## src/rtl/dis_pkg.sv

```systemverilog
package dis_pkg;

    typedef enum logic [2:0] {
        ST_IDLE,
        ST_PULSE,
        ST_SWRST,
        ST_WAIT,
        ST_CFG,
        ST_DONE
    } seq_state_t;

    typedef struct packed {
        logic [7:0]  cmd;
        logic [15:0] arg;
    } frame_t;

    localparam logic [7:0]  CMD_KEY_RESET = 8'h70;
    localparam logic [15:0] KEY_RESET_ARG = 16'h1234;
    localparam logic [7:0]  CMD_DITH_PWR  = 8'h51;
    localparam logic [7:0]  CMD_SRC_LO    = 8'h90;
    localparam logic [7:0]  CMD_SRC_HI    = 8'hA0;
    localparam logic [7:0]  CMD_SCL_LO    = 8'hC0;
    localparam logic [7:0]  CMD_SCL_HI    = 8'hD0;
    localparam logic [7:0]  CMD_INVERT    = 8'hB0;
    localparam logic [7:0]  CMD_SPAN      = 8'h40;

    localparam int CFG_COUNT = 7;
    localparam int IDX_W     = $clog2(CFG_COUNT);

    // Whole clock cycles covering a minimum time, rounded up.
    function automatic int ns_to_cycles(input int ns, input int mhz);
        return (ns * mhz + 999) / 1000;
    endfunction

    // Power-down mask: one bit per channel.
    function automatic logic [15:0] pd_mask(input int nch);
        logic [15:0] m;
        m = '0;
        for (int i = 0; i < 16; i++) begin
            if (i < nch) m[i] = 1'b1;
        end
        return m;
    endfunction

    // Source selection word: two bits per channel, low bit selects the first source.
    function automatic logic [15:0] src_word(input int nch, input int base);
        logic [15:0] w;
        w = '0;
        for (int c = 0; c < 8; c++) begin
            if (c + base < nch) w[2*c] = 1'b1;
        end
        return w;
    endfunction

    function automatic frame_t key_reset_frame();
        frame_t f;
        f.cmd = CMD_KEY_RESET;
        f.arg = KEY_RESET_ARG;
        return f;
    endfunction

    function automatic frame_t cfg_frame(input logic [IDX_W-1:0] idx,
                                         input logic [15:0] span16,
                                         input int nch);
        frame_t f;
        f.arg = '0;
        case (idx)
            3'd0: begin f.cmd = CMD_DITH_PWR; f.arg = pd_mask(nch); end
            3'd1: begin f.cmd = CMD_SRC_LO;   f.arg = src_word(nch, 0); end
            3'd2: begin f.cmd = CMD_SRC_HI;   f.arg = src_word(nch, 8); end
            3'd3: f.cmd = CMD_SCL_LO;
            3'd4: f.cmd = CMD_SCL_HI;
            3'd5: f.cmd = CMD_INVERT;
            default: begin f.cmd = CMD_SPAN; f.arg = span16; end
        endcase
        return f;
    endfunction

endpackage

```

## src/rtl/dis_timer.sv

```systemverilog
module dis_timer #(
    parameter int W = 8
) (
    input  logic         clk,
    input  logic         rst,
    input  logic         load,
    input  logic [W-1:0] load_val,
    output logic         expired
);
    logic [W-1:0] cnt;

    always_ff @(posedge clk) begin
        if (rst) begin
            cnt <= '0;
        end else if (load) begin
            cnt <= load_val;
        end else if (cnt != '0) begin
            cnt <= cnt - 1'b1;
        end
    end

    assign expired = (cnt == '0);
endmodule

```

## src/rtl/dis_frame_rom.sv

```systemverilog
module dis_frame_rom
    import dis_pkg::*;
#(
    parameter int NUM_CH = 16,
    parameter int SPAN_W = 3
) (
    input  logic [IDX_W-1:0]  idx,
    input  logic [SPAN_W-1:0] span,
    input  logic              key_sel,
    output frame_t            frame
);
    logic [15:0] span16;
    assign span16 = 16'(span);

    always_comb begin
        if (key_sel) frame = key_reset_frame();
        else         frame = cfg_frame(idx, span16, NUM_CH);
    end
endmodule

```

## src/rtl/dis_seq_fsm.sv

```systemverilog
module dis_seq_fsm
    import dis_pkg::*;
#(
    parameter int PULSE_CYC = 20,
    parameter int WAIT_CYC  = 5,
    parameter int SPAN_W    = 3,
    parameter int TMR_W     = 8
) (
    input  logic              clk,
    input  logic              rst,
    input  logic              start,
    input  logic              hw_sel,
    input  logic [SPAN_W-1:0] span_in,
    input  logic              frm_ready,
    input  logic              tmr_expired,
    output seq_state_t        state,
    output logic [IDX_W-1:0]  cfg_idx,
    output logic [SPAN_W-1:0] span_q,
    output logic              tmr_load,
    output logic [TMR_W-1:0]  tmr_val
);
    localparam logic [IDX_W-1:0] LAST_IDX   = IDX_W'(CFG_COUNT - 1);
    localparam logic [TMR_W-1:0] PULSE_LOAD = TMR_W'(PULSE_CYC - 1);
    localparam logic [TMR_W-1:0] WAIT_LOAD  = TMR_W'(WAIT_CYC - 1);

    seq_state_t       nxt;
    logic [IDX_W-1:0] idx_nxt;

    always_comb begin
        nxt      = state;
        idx_nxt  = cfg_idx;
        tmr_load = 1'b0;
        tmr_val  = WAIT_LOAD;
        case (state)
            ST_IDLE: begin
                if (start) begin
                    idx_nxt = '0;
                    if (hw_sel) begin
                        nxt      = ST_PULSE;
                        tmr_load = 1'b1;
                        tmr_val  = PULSE_LOAD;
                    end else begin
                        nxt = ST_SWRST;
                    end
                end
            end
            ST_PULSE: begin
                if (tmr_expired) begin
                    nxt      = ST_WAIT;
                    tmr_load = 1'b1;
                end
            end
            ST_SWRST: begin
                if (frm_ready) begin
                    nxt      = ST_WAIT;
                    tmr_load = 1'b1;
                end
            end
            ST_WAIT: begin
                if (tmr_expired) nxt = ST_CFG;
            end
            ST_CFG: begin
                if (frm_ready) begin
                    if (cfg_idx == LAST_IDX) nxt = ST_DONE;
                    else                     idx_nxt = cfg_idx + 1'b1;
                end
            end
            default: nxt = ST_DONE;
        endcase
    end

    always_ff @(posedge clk) begin
        if (rst) begin
            state   <= ST_IDLE;
            cfg_idx <= '0;
            span_q  <= '0;
        end else begin
            state   <= nxt;
            cfg_idx <= idx_nxt;
            if (state == ST_IDLE && start) span_q <= span_in;
        end
    end
endmodule

```

## src/rtl/dac_init_seq.sv

```systemverilog
module dac_init_seq
    import dis_pkg::*;
#(
    parameter int CLK_MHZ      = 200,
    parameter int RST_PULSE_NS = 100,
    parameter int POST_RST_NS  = 25,
    parameter int NUM_CH       = 16,
    parameter int SPAN_W       = 3
) (
    input  logic              clk,
    input  logic              rst,
    input  logic              start,
    input  logic              hw_rst_sel,
    input  logic [SPAN_W-1:0] span_code,
    output logic              frm_valid,
    output logic [23:0]       frm_data,
    input  logic              frm_ready,
    output logic              dac_rst_pin,
    output logic              done
);
    localparam int PULSE_CYC = ns_to_cycles(RST_PULSE_NS, CLK_MHZ);
    localparam int WAIT_CYC  = ns_to_cycles(POST_RST_NS, CLK_MHZ);
    localparam int MAX_CYC   = (PULSE_CYC > WAIT_CYC) ? PULSE_CYC : WAIT_CYC;
    localparam int TMR_W     = $clog2(MAX_CYC + 1);

    seq_state_t        state;
    logic [IDX_W-1:0]  cfg_idx;
    logic [SPAN_W-1:0] span_q;
    logic              tmr_load;
    logic [TMR_W-1:0]  tmr_val;
    logic              tmr_expired;
    frame_t            frame;

    dis_seq_fsm #(
        .PULSE_CYC (PULSE_CYC),
        .WAIT_CYC  (WAIT_CYC),
        .SPAN_W    (SPAN_W),
        .TMR_W     (TMR_W)
    ) u_fsm (
        .clk         (clk),
        .rst         (rst),
        .start       (start),
        .hw_sel      (hw_rst_sel),
        .span_in     (span_code),
        .frm_ready   (frm_ready),
        .tmr_expired (tmr_expired),
        .state       (state),
        .cfg_idx     (cfg_idx),
        .span_q      (span_q),
        .tmr_load    (tmr_load),
        .tmr_val     (tmr_val)
    );

    dis_timer #(.W(TMR_W)) u_tmr (
        .clk      (clk),
        .rst      (rst),
        .load     (tmr_load),
        .load_val (tmr_val),
        .expired  (tmr_expired)
    );

    dis_frame_rom #(.NUM_CH(NUM_CH), .SPAN_W(SPAN_W)) u_rom (
        .idx     (cfg_idx),
        .span    (span_q),
        .key_sel (state == ST_SWRST),
        .frame   (frame)
    );

    assign frm_valid   = (state == ST_SWRST) || (state == ST_CFG);
    assign frm_data    = frame;
    assign dac_rst_pin = (state == ST_PULSE);
    assign done        = (state == ST_DONE);
endmodule

```

## config.mk

```make
export PLATFORM = sky130hd
export DESIGN_NAME = dac_init_seq
export DESIGN_NICKNAME = d
export VERILOG_FILES = /design/src/rtl/dis_pkg.sv /design/src/rtl/dis_timer.sv /design/src/rtl/dis_frame_rom.sv /design/src/rtl/dis_seq_fsm.sv /design/src/rtl/dac_init_seq.sv
export SDC_FILE = /design/constraint.sdc
export NUM_CORES = 1
export LEC_CHECK = 0
export BUFFER_PORTS_ARGS = -buffer_cell sky130_fd_sc_hd__buf_2
export CORE_UTILIZATION = 35
export CTS_CLUSTER_SIZE = 8
export DETAILED_ROUTE_END_ITERATION = 10
export HOLD_SLACK_MARGIN = 0.15
export PLACE_DENSITY = 0.69
export SYNTH_ARGS = -nofsm -noshare
export SYNTH_HDL_FRONTEND = slang
export SYNTH_HIERARCHICAL = 1
export SYNTH_SLANG_ARGS = --single-unit
```

## constraint.sdc

```tcl
create_clock -name clk -period 4.22 [get_ports clk]
set_clock_uncertainty 0.2 [all_clocks]
set_input_delay 0.844 -clock clk [delete_from_list [all_inputs] [get_ports clk]]
set_output_delay 0.844 -clock clk [all_outputs]
set_load 0.05 [all_outputs]
```

* Yosys cells after proc, flatten, opt, wreduce, memory -nomap -nowiden
Index checks and enable logic that the tools add are counted.
** Operators by class
- Mux-type cells :: 25
- Eq/ne operators :: 18
- Add/sub/neg operators :: 2
- Reduce and logical (&&, ||, !) cells :: 12
** Operators with widths (number)
- 16-bit one-hot mux with 3 select lines :: 1
- 8-bit one-hot mux with 6 select lines :: 1
- 3-bit two-way mux :: 9
- 5-bit two-way mux :: 5
- 24-bit two-way mux :: 1
- 3-bit equality test, second input constant :: 5
- 3-bit one-hot mux with 5 select lines :: 1
- 3-bit by 2-bit equality test with 1-bit output, second input constant :: 4
- 2-bit != test, second input constant :: 5
- 3-bit by 1-bit equality test with 1-bit output, second input constant :: 2
- 3-bit zero test :: 2
- 3-bit one-hot mux with 2 select lines :: 1
- 6-bit AND reduction :: 1
- 5-bit zero test :: 1
- 5-bit nonzero test :: 1
- 5-bit by 1-bit subtractor with 5-bit output, second input constant :: 1
- 1-bit two-way mux :: 4
- 2-bit by 1-bit != test with 1-bit output, second input constant :: 2
- 4-bit AND reduction :: 1
- 2-bit nonzero test :: 2
- 3-bit by 1-bit adder with 3-bit output, second input constant :: 1
- 1-bit one-hot mux with 3 select lines :: 1
- 3-bit OR reduction :: 1
- 2-bit two-way mux :: 1
- other kinds (3) :: 3
** Word-level totals
- Output and inout port bits :: 27
- Word-level logic and storage cells :: 61
- Input port bits :: 8
- Bits in registers :: 14

* Depth between registers and ports, before layout
- Depth after elaboration :: 4
- Mapped depth :: 9
- Gate-level depth less buffers :: 9

* Modules after synthesis
The synthesis kept the hierarchy.
** Modules (own cells, without submodules)
- dis_seq_fsm :: seq. area each 180.2 sq um, instances 1, cells an instance 62, area an instance 525.5 sq um
- dis_timer :: seq. area each 100.1 sq um, instances 1, cells an instance 32, area an instance 287.8 sq um
- dis_frame_rom :: seq. area each 0.0 sq um, instances 1, cells an instance 35, area an instance 231.5 sq um
- dac_init_seq :: seq. area each 0.0 sq um, instances 1, cells an instance 5, area an instance 37.5 sq um

* Worst setup path before layout
OpenSTA, ideal clock, no wires.
- Path type :: reg2out
- From :: register u_fsm.cfg_idx[2]
- To :: output frm_data[11]
- Arrival :: 1951 ps
- Setup slack :: 1225 ps
- Buffers on the path :: 2
- Cell stages (with the launch flop) :: 5
- Required time :: 3176 ps
- Path through :: dfxtp_1 > clkbuf_2 > or3_4 > nor2_1 > buf_4
** On the way
- Word-level cells in the longest chain between the ends :: 4
- Elaborated cells on any way between the ends :: 10
- Those cells by class :: 5 x eq/ne; 2 x mux; 3 x reduce/logical
** Ends and longest elaborated chain
- from (decl) :: RTL line dis_seq_fsm.sv:17 : output logic [IDX_W-1:0] cfg_idx,
- from (signal assigned) :: RTL line dis_seq_fsm.sv:79 : cfg_idx <= idx_nxt;
- 3-bit by 2-bit equality test with 1-bit output, or another cell as far along :: RTL line dis_pkg.sv:67 : case (idx)
- 3-bit OR reduction (no source line) or 2-bit OR reduction (tied branches)
- 16-bit one-hot mux with 3 select lines * :: RTL line dis_pkg.sv:67
- 24-bit two-way mux * :: RTL line dis_frame_rom.sv:16 : if (key_sel) frame = key_reset_frame();
- to (decl) :: RTL line dac_init_seq.sv:16 : output logic [23:0] frm_data,
Every way passes the cells marked *; elsewhere a longest branch is shown, timed or not.

* Worst setup path after layout
- From :: register u_fsm.state[1]
- To :: output frm_data[23]
** On the way
- Word-level cells in the longest chain between the ends :: 2
** Ends and longest elaborated chain
- from (decl) :: RTL line dis_seq_fsm.sv:16 : output seq_state_t state,
- from (signal assigned) :: RTL line dis_seq_fsm.sv:78 : state <= nxt;
- 3-bit by 2-bit equality test with 1-bit output :: RTL line dac_init_seq.sv:65 : .key_sel (state == ST_SWRST),
- 24-bit two-way mux :: RTL line dis_frame_rom.sv:16
No other way between the ends.

==> flow_summary.json <==
{
  "post-place-ws_ns": 1.58,
  "p_leak_nw": 0.500,
  "num_rows": 19,
  "cts_tree": "done",
  "grt_pass1_wl_um": 3820,
  "grt.overflow.total": 0,
  "crit_required_ns": 3.18,
  "maxCapViolations": 0,
  "period_share": 0.655,
  "routed_wl_um": 2120,
  "hold_viol": 0,
  "synthCells": 134,
  "multi_input_area_um2": 631,
  "core_area_um2": 2850,
  "final_area_um2": 1190,
  "hpwl_um": 1630,
  "grt_pass1_vias": 896,
  "diodes": 0,
  "cp-start-kind": "flip-flop",
  "arrival_ns": 1.72,
  "finalWorstSetupSlack_ns": 1.45,
  "synth-seq-area-share": 0.259,
  "critPathKind": "flip-flop to output port",
  "max_freq_ghz": 0.362,
  "syn_area_per_cell_um2": 8.08,
  "post_cts_buffers": 0,
  "die_h_um": 57.6,
  "synth_edf_count": 0,
  "via_per_inst": 5.23,
  "maxSlewViolCount": 0,
  "drt-initial-drc-count": 45,
  "drtPass1Iterations": 7,
  "synth_cell_types": 49,
  "r2r_slack_ns": 1.65,
  "numClockSinks": 14,
  "via_count": 958,
  "area_delta_synth_final_pct": 9.60,
  "clk_pin_slew_worst_paths_ns": 0.09,
  "crit_path_max_fanout": 12,
  "status": "complete, but fails checks",
  "die-area_um2": 3320,
  "whs_path_depth": 2,
  "seqCellArea_um2": 280,
  "io_buffers": 31,
  "fin_setup_tns_ns": 0,
  "cts_root_buf": "clkbuf_4",
  "initial_utilization": 0.379,
  "ys_async_sr_fraction": 0,
  "die_w_um": 57.6,
  "synthTopCellsByArea": "dfxtp_1 (26%), buf_4 (11%), nor4b_4 (4.4%)",
  "synth_area_leader_cell": "dfxtp_1",
  "synthDominantCellAreaShare": 0.259,
  "fillers": 290,
  "placed_area_um2": 1150,
  "syn_area_um2": 1080,
  "grt_usage": 0.144,
  "antenna_found_initial": 0,
  "drc_errors": 7,
  "fin_nets": 164,
  "h-tree-depth": 1,
  "antenna_left": 0,
  "ff2ff_path_depth": 10,
  "worstSetupEndpointType": "output port",
  "layout-drive-gt1-share": 0.309,
  "ys_ff_latch": 14,
  "wire_per_inst_um": 11.6,
  "cts.repair.resized": 0,
  "cts_hold_buf": 0,
  "peakVddDrop_v": 0.000243,
  "layout_min_cycle_time_ns": 2.77,
  "p_per_area_nw_per_um2": 629,
  "clock_latency_ns": 0.28,
  "gp_congestion": 0.842,
  "io_pins": 35,
  "rsz0062_at_grt": "false",
  "synthFlopType": "dfxtp_1",
  "violations": "DRC",
  "yosysWarningCount": 6,
  "setup_viol": 0,
  "hold_path_class": "flip-flop to flip-flop",
  "grt_max_degree": 18,
  "clockBufferDepth": 2,
  "numCtsBuffers": 3
}
power breakdown:
group          leakage [nW]  switching (W)  internal [W]
clock                0.0210      0.0000443     0.0000524
combinational         0.364       0.000301      0.000145
sequential            0.115      0.0000440      0.000159
total                 0.500       0.000389      0.000357
Yosys cell counts, types with 2 or more instances:
cell type,number
nor3b_1,3
nor3_1,2
conb_1,2
nor2_1,12
inv_1,8
or3_1,2
buf_4,16
nand2_1,9
mux2i_1,3
a21oi_1,7
o21bai_1,2
nand4_1,2
xnor2_1,2
nand2b_1,6
nor4b_4,2
clkbuf_1,2
o21ai_0,2
dfxtp_1,14
nand3_1,6
ha_1,3
layout by cell type, fill, tap and decap left out, types with 4 or more instances in the layout:
| cell type | count |
|---|---|
| buf_2 | 31 |
| dfxtp_1 | 14 |
| nand2_1 | 9 |
| a21oi_1 | 7 |
| conb_1 | 4 |
| nand3_1 | 6 |
| nand2b_1 | 6 |
| inv_1 | 8 |
| nor2_1 | 12 |
area by class of cell:
| type | instances | share of cell area |
|---|---|---|
| inverter | 8 | 0.0253 |
| clock buffer | 4 | 0.0306 |
| multi-input combinational | 93 | 0.532 |
| tap | 31 | 0.0327 |
| timing repair buffer | 33 | 0.143 |
| sequential | 14 | 0.236 |
kinds of logic (layout without fill, tap and decap cells):
group	Yosys count	in the layout	share of synthesized area
simple gates	57	57	0.333
buf+inv	29	45	0.165
xor+xnor	2	2	0.0162
other cells	2	4	0.00694
compound gates	24	24	0.157
mux	3	3	0.0277
flops	14	14	0.259
fa+ha+maj	3	3	0.0347
layer usage:
| layer | wire length, µm | global-route usage |
|---|---|---|
| met2 | 1080 | 0.256 |
| met5 | 0 | 0 |
| met3 | 114 | 0.0246 |
| met1 | 923 | 0.168 |
| met4 | 0 | 0.0662 |
worst max-delay path: stages (launching register included):
cell and delay, ns:
dfxtp_1 0.60, nor3b_1 0.23, buf_4 0.19, a21oi_1 0.05, and2_4 0.17, buf_2 0.20
worst paths after layout:
kind                                      start              end
worst min-delay path            u_fsm/span_q[1]  u_fsm/span_q[1]
worst max-delay path             u_fsm/state[1]     frm_data[23]
worst max register to register     u_tmr/cnt[0]     u_tmr/cnt[1]
worst min register to register  u_fsm/span_q[1]  u_fsm/span_q[1]
through the flow:
step	utilization	power, W	instances	hold WS, ns
after floorplan	-	0.000602	136	0.261
after global placement	0.403	0.000638	179	0.284
after detailed placement	0.403	0.000653	179	0.289
after CTS	0.416	0.000753	183	0.315
after global routing	0.416	0.000804	183	0.375
final	0.416	0.000746	183	0.316
flip-flops by register name, indices dropped and copies added (netlist names):
| name | cells |
|---|---|
| u_fsm/cfg_idx | 3 |
| u_fsm/span_q | 3 |
| u_tmr/cnt | 5 |
| u_fsm/state | 3 |
(Power assumes the default switching activity.)
